--- config.mk ---
export PLATFORM = sky130hd
export DESIGN_NAME = esc_deframer
export DESIGN_NICKNAME = d
export VERILOG_FILES = /design/src/rtl/esc_deframer_pkg.sv /design/src/rtl/esc_deframer_classify.sv /design/src/rtl/esc_deframer_fsm.sv /design/src/rtl/esc_deframer_holdback.sv /design/src/rtl/esc_deframer.sv
export SDC_FILE = /design/constraint.sdc
export NUM_CORES = 1
export LEC_CHECK = 0
export ABC_AREA = 1
export BUFFER_PORTS_ARGS = -buffer_cell sky130_fd_sc_hd__buf_4
export CAP_MARGIN = 10
export CORE_MARGIN = 2
export CORE_UTILIZATION = 45
export CTS_CLUSTER_DIAMETER = 30
export DETAILED_ROUTE_END_ITERATION = 7
export GPL_TIMING_DRIVEN = 0
export PLACE_DENSITY = 0.68
export SLEW_MARGIN = 15
export SYNTH_ARGS = -nofsm -noshare
export SYNTH_HDL_FRONTEND = slang
export SYNTH_SLANG_ARGS = --single-unit
--- constraint.sdc ---
create_clock -name clk -period 1.5 [get_ports clk]
set_input_delay 0 -clock clk [delete_from_list [all_inputs] [get_ports clk]]
set_output_delay 0 -clock clk [all_outputs]
set_load 0.05 [all_outputs]
--- src/rtl/esc_deframer_pkg.sv ---
package esc_deframer_pkg;
  localparam int BYTE_W = 8;
  localparam int N_RESERVED = 3;

  typedef logic [BYTE_W-1:0] byte_t;

  localparam byte_t START_C    = 8'hFE;
  localparam byte_t END_C      = 8'hFF;
  localparam byte_t ESC_C      = 8'hFD;
  // escape suffixes: base+0 -> ESC_C, base+1 -> START_C, base+2 -> END_C
  localparam byte_t SFX_BASE   = 8'h0D;

  typedef enum logic [1:0] {ST_IDLE, ST_BODY, ST_ESC} state_e;
  typedef enum logic [1:0] {CL_DATA, CL_START, CL_END, CL_ESC} class_e;

  typedef struct packed {
    byte_t data;
    logic  sop;
    logic  eop;
  } beat_t;

  function automatic byte_t reserved_code(input int idx);
    case (idx)
      0:       reserved_code = ESC_C;
      1:       reserved_code = START_C;
      default: reserved_code = END_C;
    endcase
  endfunction
endpackage

--- src/rtl/esc_deframer_classify.sv ---
module esc_deframer_classify
  import esc_deframer_pkg::*;
(
  input  byte_t  byte_i,
  output class_e cls_o,
  output logic   sfx_ok_o,
  output byte_t  sfx_val_o
);
  logic [N_RESERVED-1:0] hit_raw;
  logic [N_RESERVED-1:0] hit_sfx;

  for (genvar g = 0; g < N_RESERVED; g++) begin : g_cmp
    assign hit_raw[g] = (byte_i == reserved_code(g));
    assign hit_sfx[g] = (byte_i == byte_t'(SFX_BASE + byte_t'(g)));
  end

  always_comb begin
    if (hit_raw[1])      cls_o = CL_START;
    else if (hit_raw[2]) cls_o = CL_END;
    else if (hit_raw[0]) cls_o = CL_ESC;
    else                 cls_o = CL_DATA;
  end

  always_comb begin
    sfx_ok_o  = |hit_sfx;
    sfx_val_o = '0;
    for (int i = 0; i < N_RESERVED; i++) begin
      if (hit_sfx[i]) sfx_val_o = reserved_code(i);
    end
  end
endmodule

--- src/rtl/esc_deframer_fsm.sv ---
module esc_deframer_fsm
  import esc_deframer_pkg::*;
(
  input  logic   clk,
  input  logic   rst_n,
  input  logic   take_i,
  input  byte_t  byte_i,
  input  class_e cls_i,
  input  logic   sfx_ok_i,
  input  byte_t  sfx_val_i,
  output logic   push_o,
  output byte_t  push_data_o,
  output logic   open_o,
  output logic   close_o,
  output logic   drop_o,
  output logic   err_o
);
  state_e state_q, state_d;
  logic   err_c, err_q;

  always_comb begin
    state_d     = state_q;
    push_o      = 1'b0;
    push_data_o = byte_i;
    open_o      = 1'b0;
    close_o     = 1'b0;
    drop_o      = 1'b0;
    err_c       = 1'b0;
    if (take_i) begin
      unique case (state_q)
        ST_IDLE: begin
          if (cls_i == CL_START) begin
            open_o  = 1'b1;
            state_d = ST_BODY;
          end
        end
        ST_BODY: begin
          unique case (cls_i)
            CL_START: begin
              err_c  = 1'b1;
              drop_o = 1'b1;
              open_o = 1'b1;
            end
            CL_END: begin
              close_o = 1'b1;
              state_d = ST_IDLE;
            end
            CL_ESC:  state_d = ST_ESC;
            default: push_o = 1'b1;
          endcase
        end
        default: begin
          if (cls_i == CL_START) begin
            err_c   = 1'b1;
            drop_o  = 1'b1;
            open_o  = 1'b1;
            state_d = ST_BODY;
          end else if (sfx_ok_i) begin
            push_o      = 1'b1;
            push_data_o = sfx_val_i;
            state_d     = ST_BODY;
          end else begin
            err_c   = 1'b1;
            drop_o  = 1'b1;
            state_d = ST_IDLE;
          end
        end
      endcase
    end
  end

  always_ff @(posedge clk) begin
    if (!rst_n) begin
      state_q <= ST_IDLE;
      err_q   <= 1'b0;
    end else begin
      state_q <= state_d;
      err_q   <= err_c;
    end
  end

  assign err_o = err_q;
endmodule

--- src/rtl/esc_deframer_holdback.sv ---
module esc_deframer_holdback
  import esc_deframer_pkg::*;
(
  input  logic  clk,
  input  logic  rst_n,
  input  logic  advance_i,
  input  logic  push_i,
  input  byte_t push_data_i,
  input  logic  open_i,
  input  logic  close_i,
  input  logic  drop_i,
  output logic  out_vld_o,
  output beat_t out_beat_o
);
  logic  held_vld_q;
  byte_t held_data_q;
  logic  held_sop_q;
  logic  first_q;
  logic  emit;
  beat_t ebeat;
  beat_t out_q;
  logic  out_vld_q;

  always_comb begin
    ebeat.data = held_data_q;
    ebeat.sop  = held_sop_q;
    ebeat.eop  = close_i;
    emit       = held_vld_q && (push_i || close_i);
  end

  always_ff @(posedge clk) begin
    if (!rst_n) begin
      held_vld_q  <= 1'b0;
      held_data_q <= '0;
      held_sop_q  <= 1'b0;
      first_q     <= 1'b0;
    end else begin
      if (push_i) begin
        held_vld_q  <= 1'b1;
        held_data_q <= push_data_i;
        held_sop_q  <= first_q;
        first_q     <= 1'b0;
      end else if (close_i || drop_i) begin
        held_vld_q <= 1'b0;
      end
      if (open_i) first_q <= 1'b1;
    end
  end

  always_ff @(posedge clk) begin
    if (!rst_n) begin
      out_vld_q <= 1'b0;
      out_q     <= '0;
    end else if (advance_i) begin
      out_vld_q <= emit;
      if (emit) out_q <= ebeat;
    end
  end

  assign out_vld_o  = out_vld_q;
  assign out_beat_o = out_q;
endmodule

--- src/rtl/esc_deframer.sv ---
module esc_deframer
  import esc_deframer_pkg::*;
(
  input  logic       clk,
  input  logic       rst_n,
  input  logic       in_valid,
  output logic       in_ready,
  input  logic [7:0] in_data,
  output logic       out_valid,
  input  logic       out_ready,
  output logic [7:0] out_data,
  output logic       out_sop,
  output logic       out_eop,
  output logic       frame_err
);
  class_e cls;
  logic   sfx_ok;
  byte_t  sfx_val;
  logic   take;
  logic   push, open_p, close_p, drop_p;
  byte_t  push_data;
  beat_t  beat;

  assign in_ready = out_ready;
  assign take     = in_valid && out_ready;

  esc_deframer_classify u_cls (
    .byte_i    (in_data),
    .cls_o     (cls),
    .sfx_ok_o  (sfx_ok),
    .sfx_val_o (sfx_val)
  );

  esc_deframer_fsm u_fsm (
    .clk         (clk),
    .rst_n       (rst_n),
    .take_i      (take),
    .byte_i      (in_data),
    .cls_i       (cls),
    .sfx_ok_i    (sfx_ok),
    .sfx_val_i   (sfx_val),
    .push_o      (push),
    .push_data_o (push_data),
    .open_o      (open_p),
    .close_o     (close_p),
    .drop_o      (drop_p),
    .err_o       (frame_err)
  );

  esc_deframer_holdback u_hold (
    .clk         (clk),
    .rst_n       (rst_n),
    .advance_i   (out_ready),
    .push_i      (push),
    .push_data_i (push_data),
    .open_i      (open_p),
    .close_i     (close_p),
    .drop_i      (drop_p),
    .out_vld_o   (out_valid),
    .out_beat_o  (beat)
  );

  assign out_data = beat.data;
  assign out_sop  = beat.sop;
  assign out_eop  = beat.eop;
endmodule

# Yosys cells after proc, flatten, opt, wreduce, memory -nomap -nowiden
# Cells that the tools add are included.
dict set report totals {
  out_inout_bits 13
  inputBits 12
  register_bits 25
}
dict set report classes {
  reduce_logical 12
  mux 33
  n_eq_ne 12
}
# operator count
set op_table {}
lappend op_table {{8-bit two-way mux} 7}
lappend op_table {{8-bit by 4-bit equality test with 1-bit output, second input constant} 3}
lappend op_table {{8-bit equality test, second input constant} 3}
lappend op_table {{1-bit two-way mux} 17}
lappend op_table {{2-bit two-way mux} 5}
lappend op_table {{2-bit case mux with 2 select lines} 2}
lappend op_table {{3-bit OR reduction} 2}
lappend op_table {{2-bit by 1-bit equality test with 1-bit output, second input constant} 2}
lappend op_table {{2-bit equality test, second input constant} 2}
lappend op_table {{1-bit case mux with 2 select lines} 2}
lappend op_table {{2-bit nonzero test} 2}
lappend op_table {{3-bit != test, second input constant} 1}
lappend op_table {{3-bit AND reduction} 1}
lappend op_table {{1-bit logical AND} 2}
lappend op_table {{2-bit logical NOT} 1}
lappend op_table {{1-bit logical OR} 2}
lappend op_table {{2-bit by 1-bit != test with 1-bit output, second input constant} 1}
lappend op_table {{2-bit AND reduction} 1}
lappend op_table {{2-bit OR reduction} 1}

# Logic depth before layout (Yosys ltp)
dict set report depth {
  depth_word 12
  ltp_mapped 10
  mapped_depth_nobuf 10
}

# Hierarchy
# From an unflattened synthesis, not the netlist that was laid out.
dict set report unflattened {
  hier_cells 204
  hier_area_um2 1383.8
}
# mod cells_per_inst seq_area_each_um2 n_inst area_per_inst_um2
set modules_own_cells {}
lappend modules_own_cells {esc_deframer_holdback 107 440.4 1 840.8}
lappend modules_own_cells {esc_deframer_fsm 64 60.1 1 384.1}
lappend modules_own_cells {esc_deframer_classify 30 0.0 1 143.9}
lappend modules_own_cells {esc_deframer 3 0.0 1 15.0}

# Least setup slack after synthesis
# No wires, ideal clock.
dict set report synth_timing {
  kind {flip-flop to flip-flop}
  startpoint {reg u_fsm.state_q[0]}
  endpoint {reg u_hold.out_q (netlist bit u_hold.out_beat_o[1])}
  slack_ps 220
  required_time_ps 1436
  period_less_slack_ps 1280
  n_path_buf 1
  path_stages_with_launch 10
  t_arrival_ps 1215
  cell_sequence {dfxtp_1 inv_1 nor2_1 inv_1 nor3_2 nand2_2 nand2_4 buf_6 nor2_1 nor2_1}
}
dict set report synth_via {
  elab_chain_cells 6
  elab_cells_between_ends 9
}
# element line
set synth_lines {}
lappend synth_lines {{start, declared} esc_deframer_fsm.sv:18} ;# state_e state_q, state_d;
lappend synth_lines {{start signal, assigned} esc_deframer_fsm.sv:77} ;# state_q <= state_d;
lappend synth_lines {{2-bit by 1-bit equality test with 1-bit output / 2-bit logical NOT (equally long branches)} esc_deframer_fsm.sv:30} ;# unique case (state_q)
lappend synth_lines {{1-bit case mux with 2 select lines / 1-bit two-way mux (equally long branches)} esc_deframer_fsm.sv:30}
lappend synth_lines {{1-bit two-way mux} esc_deframer_fsm.sv:29} ;# if (take_i) begin
lappend synth_lines {{1-bit logical OR (*)} esc_deframer_holdback.sv:28} ;# emit = held_vld_q && (push_i || close_i);
lappend synth_lines {{1-bit logical AND (*)} esc_deframer_holdback.sv:28}
lappend synth_lines {{2-bit AND reduction (no source line) (*)} -}
lappend synth_lines {{end signal, assigned} esc_deframer_holdback.sv:56} ;# if (emit) out_q <= ebeat;
lappend synth_lines {{end, declared} esc_deframer_holdback.sv:21} ;# beat_t out_q;
# Every way passes the cells marked *; elsewhere a longest branch is shown, timed or not.
# A chain may end at the register's enable or synchronous reset.

# Worst setup path after layout
dict set report layout_timing {
  startpoint {in in_data[2]}
  endpoint {reg u_hold.out_q (netlist bit u_hold.out_beat_o[3])}
}
dict set report layout_via {
  elab_chain_cells 12
  elab_cells_between_ends 25
}
# element line
set layout_lines {}
lappend layout_lines {{start, declared} esc_deframer.sv:8} ;# input logic [7:0] in_data,
lappend layout_lines {{8-bit equality test} esc_deframer_classify.sv:13} ;# assign hit_raw[g] = (byte_i == reserved_code(g));
lappend layout_lines {{2-bit two-way mux} esc_deframer_classify.sv:20} ;# else if (hit_raw[0]) cls_o = CL_ESC;
lappend layout_lines {{2-bit two-way mux} esc_deframer_classify.sv:19} ;# else if (hit_raw[2]) cls_o = CL_END;
lappend layout_lines {{2-bit two-way mux} esc_deframer_classify.sv:18} ;# if (hit_raw[1]) cls_o = CL_START;
lappend layout_lines {{2-bit equality test / 2-bit by 1-bit equality test with 1-bit output (equally long branches)} {esc_deframer_fsm.sv:38, esc_deframer_fsm.sv:53}}
lappend layout_lines {{3-bit OR reduction (no source line)} -}
lappend layout_lines {{1-bit two-way mux} esc_deframer_fsm.sv:38} ;# unique case (cls_i)
lappend layout_lines {{1-bit case mux with 2 select lines} esc_deframer_fsm.sv:30}
lappend layout_lines {{1-bit two-way mux} esc_deframer_fsm.sv:29}
lappend layout_lines {{1-bit logical OR (*)} esc_deframer_holdback.sv:28}
lappend layout_lines {{1-bit logical AND (*)} esc_deframer_holdback.sv:28}
lappend layout_lines {{2-bit AND reduction (no source line) (*)} -}
# Marks and branches as above.

==> results <==
- The number of filler instances in the final layout is 219.
- The library cell used most frequently in the layout, excluding fill and tap cells, is sky130_fd_sc_hd__nor2_1.
- Yosys mapped the design onto 23 distinct sky130hd cell types.
- The actual slew at the worst max-slew pin is 0.450 ns.
- The proportion of power drawn by flip-flops and latches is 0.632.
- Measured along the y axis, the die boundary spans 53.3 um.
- Dividing the detail-routed wire length by the instance count gives 10.6 um.
- Once layout is done, the placed cells without fillers occupy between 0.001 and 0.0015 mm^2.
- STA classifies the critical path endpoint as a flip-flop.
- Leaving out fill and tap cells, the most frequent cells in the layout are sky130_fd_sc_hd__nor2_1, sky130_fd_sc_hd__buf_4, sky130_fd_sc_hd__nand2_1, sky130_fd_sc_hd__dfxtp_1, sky130_fd_sc_hd__inv_1.
- The deepest clock path buffer count is 2.
- The worst setup path is launched from an input pin.
- The routed layout has 1,059 vias.
- The gate family responsible for the most delay along the worst path is simple AND/OR/NAND/NOR gates.
- Dividing total power by cell area gives a power density of just over 700 mW/mm^2.
- Of the total power, the share spent switching nets is 0.230.
- Summed over all cells, the static leakage comes to about 0.66 nW.
- The number of slew-limit violations in the final report is 0.
- The initial standard-cell utilization of the core is 0.486.
- The critical path is of the in -> reg type.
- Counting every instance in the synthesized netlist gives 153.
- The worst path required time is 1.75 ns.
- The share of flip-flops with an asynchronous set or reset after synthesis is 0.
- The Yosys step of the flow raised 0 warnings.
- Clock-pin slew was measured on the worst setup and hold paths at roughly 0.13 ns.
- The number of violations of the max-capacitance limit is 0.
- In the routed layout, each cell is associated on average with a via count of 4.84.
- The number of port buffers is 24.
- The number of buffers created by CTS is 3.
- The floorplan step defined a die boundary enclosing 0.00284 mm^2.
- The overall routing resource usage is 0.181.
- The number of buffers and inverters on the critical path is 3.
- Walking the worst path, the cells encountered are dlygate4sd3_1 -> buf_4 -> nand2_1 -> nor2_1 -> nand4_1 -> nand2_2 -> nand3_2 -> nand2_4 -> buf_6 -> nor2_1 -> nor2_1.
- The synthesized net count is 165.
- The number of storage elements in the synthesis netlist is 25.
- In the synthesized netlist the dominant register cell turns out to be sky130_fd_sc_hd__dfxtp_1.
- For this design the top-level I/O count stands at 25.
- The largest net degree at the start of global routing is 15.
- By area the synthesized netlist is led by sky130_fd_sc_hd__dfxtp_1, sky130_fd_sc_hd__nor2_1, sky130_fd_sc_hd__nand2_1, sky130_fd_sc_hd__inv_1, sky130_fd_sc_hd__o21ai_0.
- The CTS H-tree depth is 1.
- The number of global-route vias before repair is between 900 and 1,000.
- Setup violations remaining at the end of the flow were counted as 0.
- Of the total power, combinational logic draws 0.095.
- In the finished design, the share of the clock period the worst path needs comes to 0.938.
- At the end of the flow, the number of nets in the layout was 204.
- Setup repair after global routing could not meet its margin everywhere.
- For this run the aggregate overflow at the end of global routing stands at 0.
- The total wire length is between 2 and 2.5 mm.
- Of all cell types, the one taking the most synthesized area is sky130_fd_sc_hd__dfxtp_1.
- TritonCTS built the clock tree.
- The number of nets with antenna violations after detailed routing is 0.
- The headroom to the max-slew limit is 0.700.
- After floorplanning, the core was sized to cover 0.00225 mm^2.
- Based on the critical path, the design can be clocked at up to around 710 MHz.
- The cell count of the worst reg-to-reg path is 7.
- For this run, the slowest stage of the critical path takes approximately 0.54 ns.
- The clock reaches the later pin of the worst-skew pair after 0.31 ns.
- The tree is rooted in a sky130_fd_sc_hd__clkbuf_4.
- The first detailed-routing pass ran for 3 iterations.
- The synthesized netlist occupies a cell area of between 0.001 and 0.0015 mm^2.
- The share of total power dissipated in the clock network is 0.274.
- Among all stages on the critical path, the largest delay is contributed by sky130_fd_sc_hd__dlygate4sd3_1.
- The die is about 53 um wide.
- The area growth from synthesis to layout is 35.7%.
- The sequential area share after synthesis is 0.457.
- Counting buffers and inverters, the worst setup path is 11 cells deep.
- For this design, the sink count on the clock tree is 25.
- The number of antenna diodes in the final layout is 0.
- The first global-routing pass estimated 3.73 mm of wire.
- Data on the critical path arrives at its endpoint at 1.66 ns.
- The clock period minus worst slack is 1.41 ns.
- The number of placement rows is 17.
- On the final layout, the worst clock skew is around 0.0018 ns.
- The cell area after placement is 0.00131 mm^2.
- The type of the worst min-delay path is in -> reg.
- The switching power is 242 uW.
- VDD sags by at most between 0.4 and 0.5 mV.
- The cell depth of the worst hold path is 4.
- In the final layout, the share of cells above drive strength 1 is 0.257.
- The number of hold-slack violations in the final timing report was 0.
- After detailed routing, the number of remaining DRC violations is 0.
- In this design, the critical path's most frequently occurring cell is sky130_fd_sc_hd__nor2_1.
- The flow ran to the end, and the final reports show no timing, DRC or antenna violations.
- The area share of the leading cell type in the synthesized netlist is 0.457.
- The setup total negative slack is 0 ns.
- The initial antenna violation count is 0.
- The first routing iteration left 9 violations.
- The synthesized design contains 0 enable-type register cells.
- In this run the worst path has a maximum fanout of 10.
- The congestion estimate from routability-driven global placement came to between 0.7 and 0.8.
- The average instance in the mapped netlist occupies roughly 7.2 um^2.
- The half-perimeter wire length after detailed placement is 1.69 mm.
- The internal portion of the total power is between 800 and 900 uW.
==> layout make-up <==
cell class | instances | area [um^2] | area share
multi-input cells | 103 | 523 | 0.352
clock inverters | 1 | 5.00 | 0.00337
well taps | 28 | 35.0 | 0.0236
inverters | 20 | 75.1 | 0.0505
clock buffers | 3 | 22.5 | 0.0152
repair buffers | 34 | 285 | 0.192
flip-flops and latches | 25 | 502 | 0.338
plain buffers | 5 | 37.5 | 0.0253
==> registers in the layout (all words and copies together) (netlist names) <==
signal,cells
u_fsm.err_o,1
u_fsm.state_q,2
u_hold.first_q,1
u_hold.held_data_q,8
u_hold.held_sop_q,1
u_hold.held_vld_q,1
u_hold.out_beat_o,10
u_hold.out_vld_o,1
==> through the flow <==
stage	utilization	hold WS, ns	worst slack, ns	power, mW	cells
floorplan	-	0.138	0.220	0.717	153
global placement	0.581	0.257	0.0905	0.756	205
detailed placement	0.581	0.260	0.0524	0.758	205
CTS	0.624	0.0162	0.0200	1.07	216
global route	0.659	0.0173	-0.0336	1.12	219
finish	0.659	0.0301	0.0936	1.05	219
==> power groups by stage <==
| stage | clock [mW] | sequential (mW) | combinational, mW |
|---|---|---|---|
| after floorplan | 0 | 0.679 | 0.0378 |
| after global placement | 0 | 0.679 | 0.0764 |
| after detailed placement | 0 | 0.679 | 0.0785 |
| after CTS | 0.307 | 0.665 | 0.0929 |
| after global routing | 0.345 | 0.666 | 0.110 |
| final | 0.288 | 0.665 | 0.0995 |
==> what timing repair did <==
action | CTS | global route
setup buffers | 0 | 3
hold endpoints to repair | 11 | 0
setup endpoints to repair | 0 | 18
hold buffers | 7 | 0
resized for setup | 0 | 13
==> Yosys cell counts, types with 2 or more instances <==
master	n
sky130_fd_sc_hd__nor2_1	32
sky130_fd_sc_hd__nand2_1	28
sky130_fd_sc_hd__dfxtp_1	25
sky130_fd_sc_hd__inv_1	20
sky130_fd_sc_hd__o21ai_0	13
sky130_fd_sc_hd__a21oi_1	9
sky130_fd_sc_hd__nand3_1	4
sky130_fd_sc_hd__nor3_1	4
sky130_fd_sc_hd__nand4_1	3
sky130_fd_sc_hd__buf_4	2
==> path summary, 6_finish.rpt <==
path,startpoint,endpoint,slack [ns]
max reg2reg,u_fsm.state_q[1]$_SDFFE_PN0P_,u_hold.out_beat_o[3]$_SDFFE_PN0P_,0.13
max,in_data[2],u_hold.out_beat_o[3]$_SDFFE_PN0P_,0.09
min reg2reg,u_hold.held_data_q[3]$_SDFFE_PN0P_,u_hold.held_data_q[3]$_SDFFE_PN0P_,0.46
min,out_ready,u_hold.out_vld_o$_SDFFE_PN0P_,0.03
==> routing by layer <==
layer | global-route usage | share of wire | wire length, um
met1 | 0.231 | 0.46 | 1070
met2 | 0.298 | 0.50 | 1160
met3 | 0.0254 | 0.023 | 53
met4 | 0.0769 | 0.014 | 33
met5 | 0 | 0 | 0
==> worst min-delay path, stage by stage <==
cell	delay (ns)
sky130_fd_sc_hd__buf_4	0.10
sky130_fd_sc_hd__nor2_1	0.05
sky130_fd_sc_hd__o21ai_2	0.12
sky130_fd_sc_hd__inv_1	0.04
==> kinds of logic after synthesis <==
logic type	count (synthesis)	share of synthesized area
and+or+nand+nor	77	0.313
AOI/OAI and AO/OA	26	0.130
DFF	25	0.457
buffers and inverters	25	0.0994
(Power assumes the default switching activity.)
